### config.mk
export PLATFORM = sky130hd
export DESIGN_NAME = pla_eval
export DESIGN_NICKNAME = d
export VERILOG_FILES = /design/src/rtl/pla_pkg.sv /design/src/rtl/pla_and_plane.sv /design/src/rtl/pla_or_plane.sv /design/src/rtl/pla_eval.sv
export SDC_FILE = /design/constraint.sdc
export NUM_CORES = 1
export LEC_CHECK = 0
export CORE_UTILIZATION = 21
export DETAILED_ROUTE_END_ITERATION = 12
export PLACE_DENSITY = 0.81
export RECOVER_POWER = 50
export SLEW_MARGIN = 20
export SYNTH_ARGS = -nofsm -noshare
export SYNTH_HDL_FRONTEND = slang
export SYNTH_SLANG_ARGS = --single-unit
### constraint.sdc
create_clock -name vclk -period 1.51
set_input_delay 0.3775 -clock vclk [all_inputs]
set_output_delay 0.3775 -clock vclk [all_outputs]
set_load 0.01 [all_outputs]
### src/rtl/pla_pkg.sv
package pla_pkg;

  typedef logic [1:0] sym_t;

  localparam sym_t SYM_KILL = 2'b00;
  localparam sym_t SYM_HIGH = 2'b01;
  localparam sym_t SYM_LOW  = 2'b10;
  localparam sym_t SYM_ANY  = 2'b11;

  // one literal of a product term: bit 0 admits a high input, bit 1 a low one
  function automatic logic sym_pass(input sym_t s, input logic v);
    return (s[0] & v) | (s[1] & ~v);
  endfunction

  // index of the first term owned by an output in grouped mode
  function automatic int group_base(input int o, input int grp);
    return o * grp;
  endfunction

endpackage

### src/rtl/pla_and_plane.sv
module pla_and_plane
  import pla_pkg::*;
#(
  parameter int N_IN   = 3,
  parameter int N_TERM = 5
) (
  input  logic [N_IN-1:0]          in_vec,
  input  logic [2*N_IN*N_TERM-1:0] and_cfg,
  output logic [N_TERM-1:0]        term_hit
);

  localparam int ROW_W = 2 * N_IN;

  for (genvar t = 0; t < N_TERM; t++) begin : g_term
    logic [ROW_W-1:0] row;
    logic             hit;

    assign row = and_cfg[t*ROW_W +: ROW_W];

    always_comb begin
      hit = 1'b1;
      for (int i = 0; i < N_IN; i++) begin
        hit = hit & sym_pass(row[2*i +: 2], in_vec[i]);
      end
    end

    assign term_hit[t] = hit;
  end

  // checks against the row table, separate from the per-term logic
  always_comb begin
    for (int t = 0; t < N_TERM; t++) begin
      for (int i = 0; i < N_IN; i++) begin

        r1_literal_chk: assert (!(term_hit[t] && and_cfg[t*ROW_W+2*i +: 2] == SYM_HIGH && !in_vec[i]));

        r3_kill_chk: assert (!(term_hit[t] && and_cfg[t*ROW_W+2*i +: 2] == SYM_KILL));
      end

      r2_alldash_chk: assert (!(&and_cfg[t*ROW_W +: ROW_W]) || term_hit[t]);
    end
  end

endmodule

### src/rtl/pla_or_plane.sv
module pla_or_plane
  import pla_pkg::*;
#(
  parameter int N_TERM   = 5,
  parameter int N_OUT    = 4,
  parameter bit PAL_MODE = 1'b0
) (
  input  logic [N_TERM-1:0]       term_hit,
  input  logic [N_TERM*N_OUT-1:0] or_cfg,
  output logic [N_OUT-1:0]        out_vec
);

  localparam int GRP = N_TERM / N_OUT;

  logic [N_OUT-1:0][N_TERM-1:0] conn;

  for (genvar o = 0; o < N_OUT; o++) begin : g_out
    if (PAL_MODE) begin : g_fixed
      for (genvar t = 0; t < N_TERM; t++) begin : g_bit
        assign conn[o][t] = (t >= group_base(o, GRP)) && (t < group_base(o, GRP) + GRP);
      end
    end else begin : g_shared
      assign conn[o] = or_cfg[o*N_TERM +: N_TERM];
    end
    assign out_vec[o] = |(term_hit & conn[o]);
  end

  always_comb begin
    for (int o = 0; o < N_OUT; o++) begin

      r5_empty_low_chk: assert (|(term_hit & conn[o]) || !out_vec[o]);
      for (int t = 0; t < N_TERM; t++) begin

        r6_shared_term_chk: assert (!(term_hit[t] && conn[o][t]) || out_vec[o]);
      end
    end
  end

endmodule

### src/rtl/pla_eval.sv
module pla_eval
  import pla_pkg::*;
#(
  parameter int N_IN     = 3,
  parameter int N_TERM   = 5,
  parameter int N_OUT    = 4,
  parameter bit PAL_MODE = 1'b0
) (
  input  logic [N_IN-1:0]          in_vec,
  input  logic [2*N_IN*N_TERM-1:0] and_cfg,
  input  logic [N_TERM*N_OUT-1:0]  or_cfg,
  output logic [N_OUT-1:0]         out_vec
);

  logic [N_TERM-1:0] term_hit;

  pla_and_plane #(
    .N_IN   (N_IN),
    .N_TERM (N_TERM)
  ) i_and_plane (
    .in_vec   (in_vec),
    .and_cfg  (and_cfg),
    .term_hit (term_hit)
  );

  pla_or_plane #(
    .N_TERM   (N_TERM),
    .N_OUT    (N_OUT),
    .PAL_MODE (PAL_MODE)
  ) i_or_plane (
    .term_hit (term_hit),
    .or_cfg   (or_cfg),
    .out_vec  (out_vec)
  );

  always_comb begin

    r8_no_term_chk: assert (|term_hit || out_vec == '0);
  end

endmodule

==> results of run 1 <==
[metrics by stage]
| step | instance area, µm² | std cells | setup TNS [ns] |
|---|---|---|---|
| global route | 1000 | 127 | -1.52 |
| floorplan | 359 | 43 | -0.167 |
| detailed placement | 927 | 116 | -4.78 |
| finish | 1000 | 127 | -1.27 |
| global placement | 927 | 116 | -4.64 |
| CTS | 980 | 127 | -1.29 |
[power by group]
part / switching (mW) / internal [mW] / total [mW]
combinational: 0.0901 / 0.190 / 0.280
sequential: 0 / 0 / 0
clock: 0 / 0 / 0
[critical path, delay by kind of cell]
family,cells,cell delay (ns)
simple gates,2,0.16
compound gates,1,0.35
mux,1,0.21
buf+inv,3,0.37
[cell usage in the layout, fill, tap and decap left out]
| master | n |
|---|---|
| clkdlybuf4s15_1 | 8 |
| nand2_2 | 1 |
| dlygate4sd2_1 | 13 |
| mux2i_2 | 3 |
| a222oi_1 | 4 |
| buf_4 | 14 |
| mux2i_4 | 1 |
| nor3_2 | 3 |
| clkbuf_2 | 1 |
| nand2_1 | 11 |
| clkdlybuf4s50_1 | 20 |
| mux2_4 | 4 |
| o22a_1 | 4 |
| or2b_1 | 2 |
| o211ai_1 | 2 |
| buf_2 | 12 |
| buf_12 | 3 |
| mux2i_1 | 5 |
[worst paths after layout]
path                       from    endpoint  slack, ns
worst max-delay path  in_vec[2]  out_vec[0]      -0.34
worst min-delay path  or_cfg[7]  out_vec[1]       1.46
[routing by layer]
| metal | up-vias | track usage, % | share of wire (%) | wire length (µm) |
|---|---|---|---|---|
| li1 | 307 | - | - | - |
| met1 | 270 | 19.8 | 40 | 620 |
| met2 | 35 | 30.9 | 49 | 765 |
| met3 | 2 | 2.13 | 9.6 | 149 |
| met4 | 0 | 1.88 | 1.2 | 19 |
| met5 | - | 0 | 0 | 0 |
[timing repair]
action | in CTS | in global routing
pin swaps | 20 | 7
setup endpoints to repair | 4 | 4
gates resized for setup | 102 | 7
gates cloned | 0 | 0
buffers inserted | 11 | 0
[final cells by class]
| cell class | instances | area [µm²] |
|---|---|---|
| repair buffers | 71 | 624 |
| multi-input cells | 40 | 357 |
| fillers | 138 | 523 |
| well taps | 16 | 20.0 |
[logic make-up after synthesis]
group | count (synthesis) | synth area share, %
AND/OR/NAND/NOR | 17 | 24.5
AO/OA/AOI/OAI | 10 | 25.9
buffers and inverters | 3 | 9.71
multiplexers | 13 | 39.9
==> results.yml, run 1 <==
run_status:
  status: "finished, violations left"
  violations: "negative setup slack"
timing:
  fin_crit_sh_pct: 123
  period_minus_slack_ns: 1.85
  rsz0062_at_grt: "true"
  hold_violations: 0
  tightest_slew_ns: 0.330
  whs_ns: 1.46
  fin_ws_ns: -0.343
  max_freq_mhz: 540
  setup_viol: 4
  slew_violations: 0
  relSlewSlack_pct: 78.0
yosys:
  ys_seq_area_share_pct: 0
  yosysMostFrequentCell: "nand2_1"
  yosys_warnings: 0
  synthesis.nets: 96
  synth_top_area_cell: "mux2i_1"
  yosys.area.top_type_share_pct: 25.9
  synth_area_leaders: "mux2i_1, nand2_1, a222oi_1"
  synth_commonest_cells: "nand2_1, mux2i_1, a222oi_1, o22a_1, buf_6"
  netlist_instances: 43
  postSynthAreaPerCell_um2: 8.09
  syn_area_um2: 348
  synthDistinctLibCells: 12
pwr:
  p_per_area_nw_per_um2: 279
  power.total_mw: 0.280
  leakage_nw: 0.481
  ir_drop_mv: 0.112
job:
  max_cap_viol_count: 0
global_route:
  grt_start_max_net_pins: 6
  antenna_found_initial: 0
  gr-total-overflow: 0
  track_usage_pct: 16.4
  grt_pass1_vias: 600
  grt_first_pass_wirelength_mm: 2.39
die:
  die_w_um: 42.7
  fp.dieH_um: 42.7
  start_util_pct: 22.8
  boundaryPins: 57
  dieArea_um2: 1820
  coreArea_um2: 1520
  num_rows: 14
worst_setup_path:
  end_kind: "primary output"
  critPathMaxFanout: 4
  crit_chain: "buf_12 -> mux2i_2 -> nor3_2 -> buf_4 -> a222oi_1 -> nand2_1 -> buf_2"
  worstPathArrival_ns: 1.48
  required_ns: 1.13
  max_stage_delay_ns: 0.35
  crit_path_start_kind: "input pin"
  path_class: "input pin to primary output"
  critPathSlowestCell: "a222oi_1"
cells_and_area:
  nNetsFinal: 166
  diodes: 0
  regArea_um2: 0
  layout-drive-gt1-share_pct: 37.8
  clkbuf_count: 0
  area_growth_pct: 188
  design.seq.count: 0
  utilization_pct: 65.7
route:
  drt-pass1-iter-count: 6
  detail-route-antenna-nets: 0
  vias: 614
  dr.first_iter.drc_count: 8
  drt-total-wl_mm: 1.56
  drt-wirelength-per-cell_um: 12.2
  vias_per_cell: 4.83
  drcViolationCount: 0
placement:
  dp_slack_ns: -1.21
  portBuffers: 57
  gp_congestion: 0.749
hold_path:
  hp-class: "input pin to primary output"
  whs_path_depth: 4
clock_network:
  cts_hold_buf: 0
No activity file was read; power rests on OpenSTA's default activity.
==> run 2: changes to the inputs <==
- GPL_ROUTABILITY_DRIVEN: unset -> 1
- GPL_TIMING_DRIVEN: unset -> 1
- PLACE_DENSITY: 0.81 -> 0.77
==> run 2 against run 1 <==
Net effect:
- the run still ends with negative setup slack left
- global-route usage increased by 2.0 points
- clock-buffer cell count stayed put
- final area is 0.12% lower
- total power fell by 0.47%
- wire length increased by 11%
- sequential share of layout area did not move
- worst setup slack hardly changed
- combinational power is essentially flat
- sequential cell count did not move
- utilization shrank 0.082 points
- hold slack hardly changed
- die area did not move
==> results.yml, run 2 (same netlist as run 1, synthesis figures left out) <==
pwr:
  power.total_mw: 0.278
  ir_drop_mv: 0.123
  leakage_nw: 0.489
  power_switching_mw: 0.0924
  power_frac_seq_pct: 0
  swShare_pct: 33.2
  intPower_mw: 0.186
  p_comb_share_pct: 100.0
  clkPwrFrac_pct: 0
  p_per_area_nw_per_um2: 278
cells_and_area:
  multi_input_area_um2: 347
  clkbuf_count: 0
  area_growth_pct: 187
  diodes: 0
  nNetsFinal: 167
  design.seq.count: 0
  final.fill_count: 137
  regArea_um2: 0
  layout-drive-gt1-share_pct: 35.7
  layout_commonest_cell: "clkdlybuf4s50_1"
  layout_common_cells: "clkdlybuf4s50_1, dlygate4sd2_1, buf_4"
  fin_cells: 128
worst_setup_path:
  crit_cells: 7
  required_ns: 1.13
  critPathSlowestCell: "a222oi_1"
  crit_chain: "buf_12 -> mux2i_2 -> nor3_2 -> buf_4 -> a222oi_1 -> nand2_1 -> buf_2"
  max_stage_delay_ns: 0.34
  crit_path_start_kind: "input pin"
  end_kind: "primary output"
  crit_buf_inv: 3
  path_class: "input pin to primary output"
  startpoint: "in_vec[0]"
  critPathMaxFanout: 5
  cpLargestDelayFamily: "buffers and inverters"
  worstPathArrival_ns: 1.48
timing:
  rsz0062_at_grt: "true"
  max_freq_mhz: 540
  fin_ws_ns: -0.343
  whs_ns: 1.46
  fin_crit_sh_pct: 123
  period_minus_slack_ns: 1.85
  tightest_slew_ns: 0.310
  relSlewSlack_pct: 79.2
  slew_violations: 0
  hold_violations: 0
  setup_viol: 4
hold_path:
  whs_path_depth: 7
  hold-path-endpoint: "out_vec[0]"
  worstHoldStart: "and_cfg[8]"
  hp-class: "input pin to primary output"
route:
  drt-total-wl_mm: 1.72
  drt-pass1-iter-count: 4
  drcViolationCount: 0
  vias_per_cell: 4.83
  dr.first_iter.drc_count: 12
  vias: 618
  drt-wirelength-per-cell_um: 13.4
  detail-route-antenna-nets: 0
global_route:
  grt_first_pass_wirelength_mm: 2.70
  grt_start_max_net_pins: 6
  antenna_found_initial: 0
  track_usage_pct: 18.3
  grt_pass1_vias: 689
  gr-total-overflow: 0
placement:
  gp_congestion: 0.794
  portBuffers: 57
  dp_hpwl_mm: 1.28
  place_inst: 118
  dp_slack_ns: -1.21
die:
  start_util_pct: 22.8
  boundaryPins: 57
  die_w_um: 42.7
  dieArea_um2: 1820
  num_rows: 14
  coreArea_um2: 1520
  fp.dieH_um: 42.7
job:
  max_cap_viol_count: 0
run_status:
  status: "finished, violations left"
  violations: "negative setup slack"
clock_network:
  cts_hold_buf: 0
[run 2: changes by cell type in the layout (fill, tap and decap cells not counted), sizes merged]
| cell | previous run | this run |
|---|---|---|
| buf | 29 | 28 |
| clkbuf | 1 | 0 |
| clkdlybuf4s15 | 8 | 5 |
| dlygate4sd2 | 13 | 19 |
[run 2: worst min-delay path: stages]
cell	delay, ns
buf_2	0.08
mux2i_2	0.06
nor3_2	0.16
buf_4	0.14
a222oi_1	0.08
nand2_1	0.06
buf_2	0.13
[run 2: final cells by class]
| class | instances | area share [%] |
|---|---|---|
| Multi-Input combinational cell | 40 | 34.7 |
| Tap cell | 16 | 2.00 |
| Timing Repair Buffer | 72 | 63.3 |
[run 2: repair_timing]
item | 4_1_cts | 5_1_grt
setup endpoints to repair | 4 | 4
gates resized for setup | 92 | 4
gates cloned | 0 | 0
pin swaps | 19 | 8
setup buffers | 10 | 1
[run 2: per-stage QoR]
step                setup TNS [ns]  instance area, µm²  utilization [%]
floorplan                   -0.167                 359                -
detailed placement           -4.81                 942             61.8
finish                       -1.32                1000             65.6
global placement             -4.61                 942             61.8
global route                 -1.58                1000             65.6
CTS                          -1.32                 976             64.0
[run 2: power by group through the flow]
stage          Sequential, mW  Clock (mW)  Combinational (mW)
2_1_floorplan               0           0              0.0962
3_3_place_gp                0           0               0.270
3_5_place_dp                0           0               0.274
4_1_cts                     0           0               0.267
5_1_grt                     0           0               0.298
6_report                    0           0               0.278
[run 2: how the worst max path moves through the flow]
stage / to / slack (ns)
CTS: out_vec[2] / -0.34
detailed placement: out_vec[3] / -1.21
global placement: out_vec[3] / -1.16
global route: out_vec[1] / -0.42
floorplan: out_vec[0] / -0.04
finish: out_vec[2] / -0.34
[run 2: layer usage]
metal  routed length [µm]  track usage, %
met3                  148            2.98
met5                    0               0
met4                   38            5.00
met1                  671            19.5
met2                  862            36.1
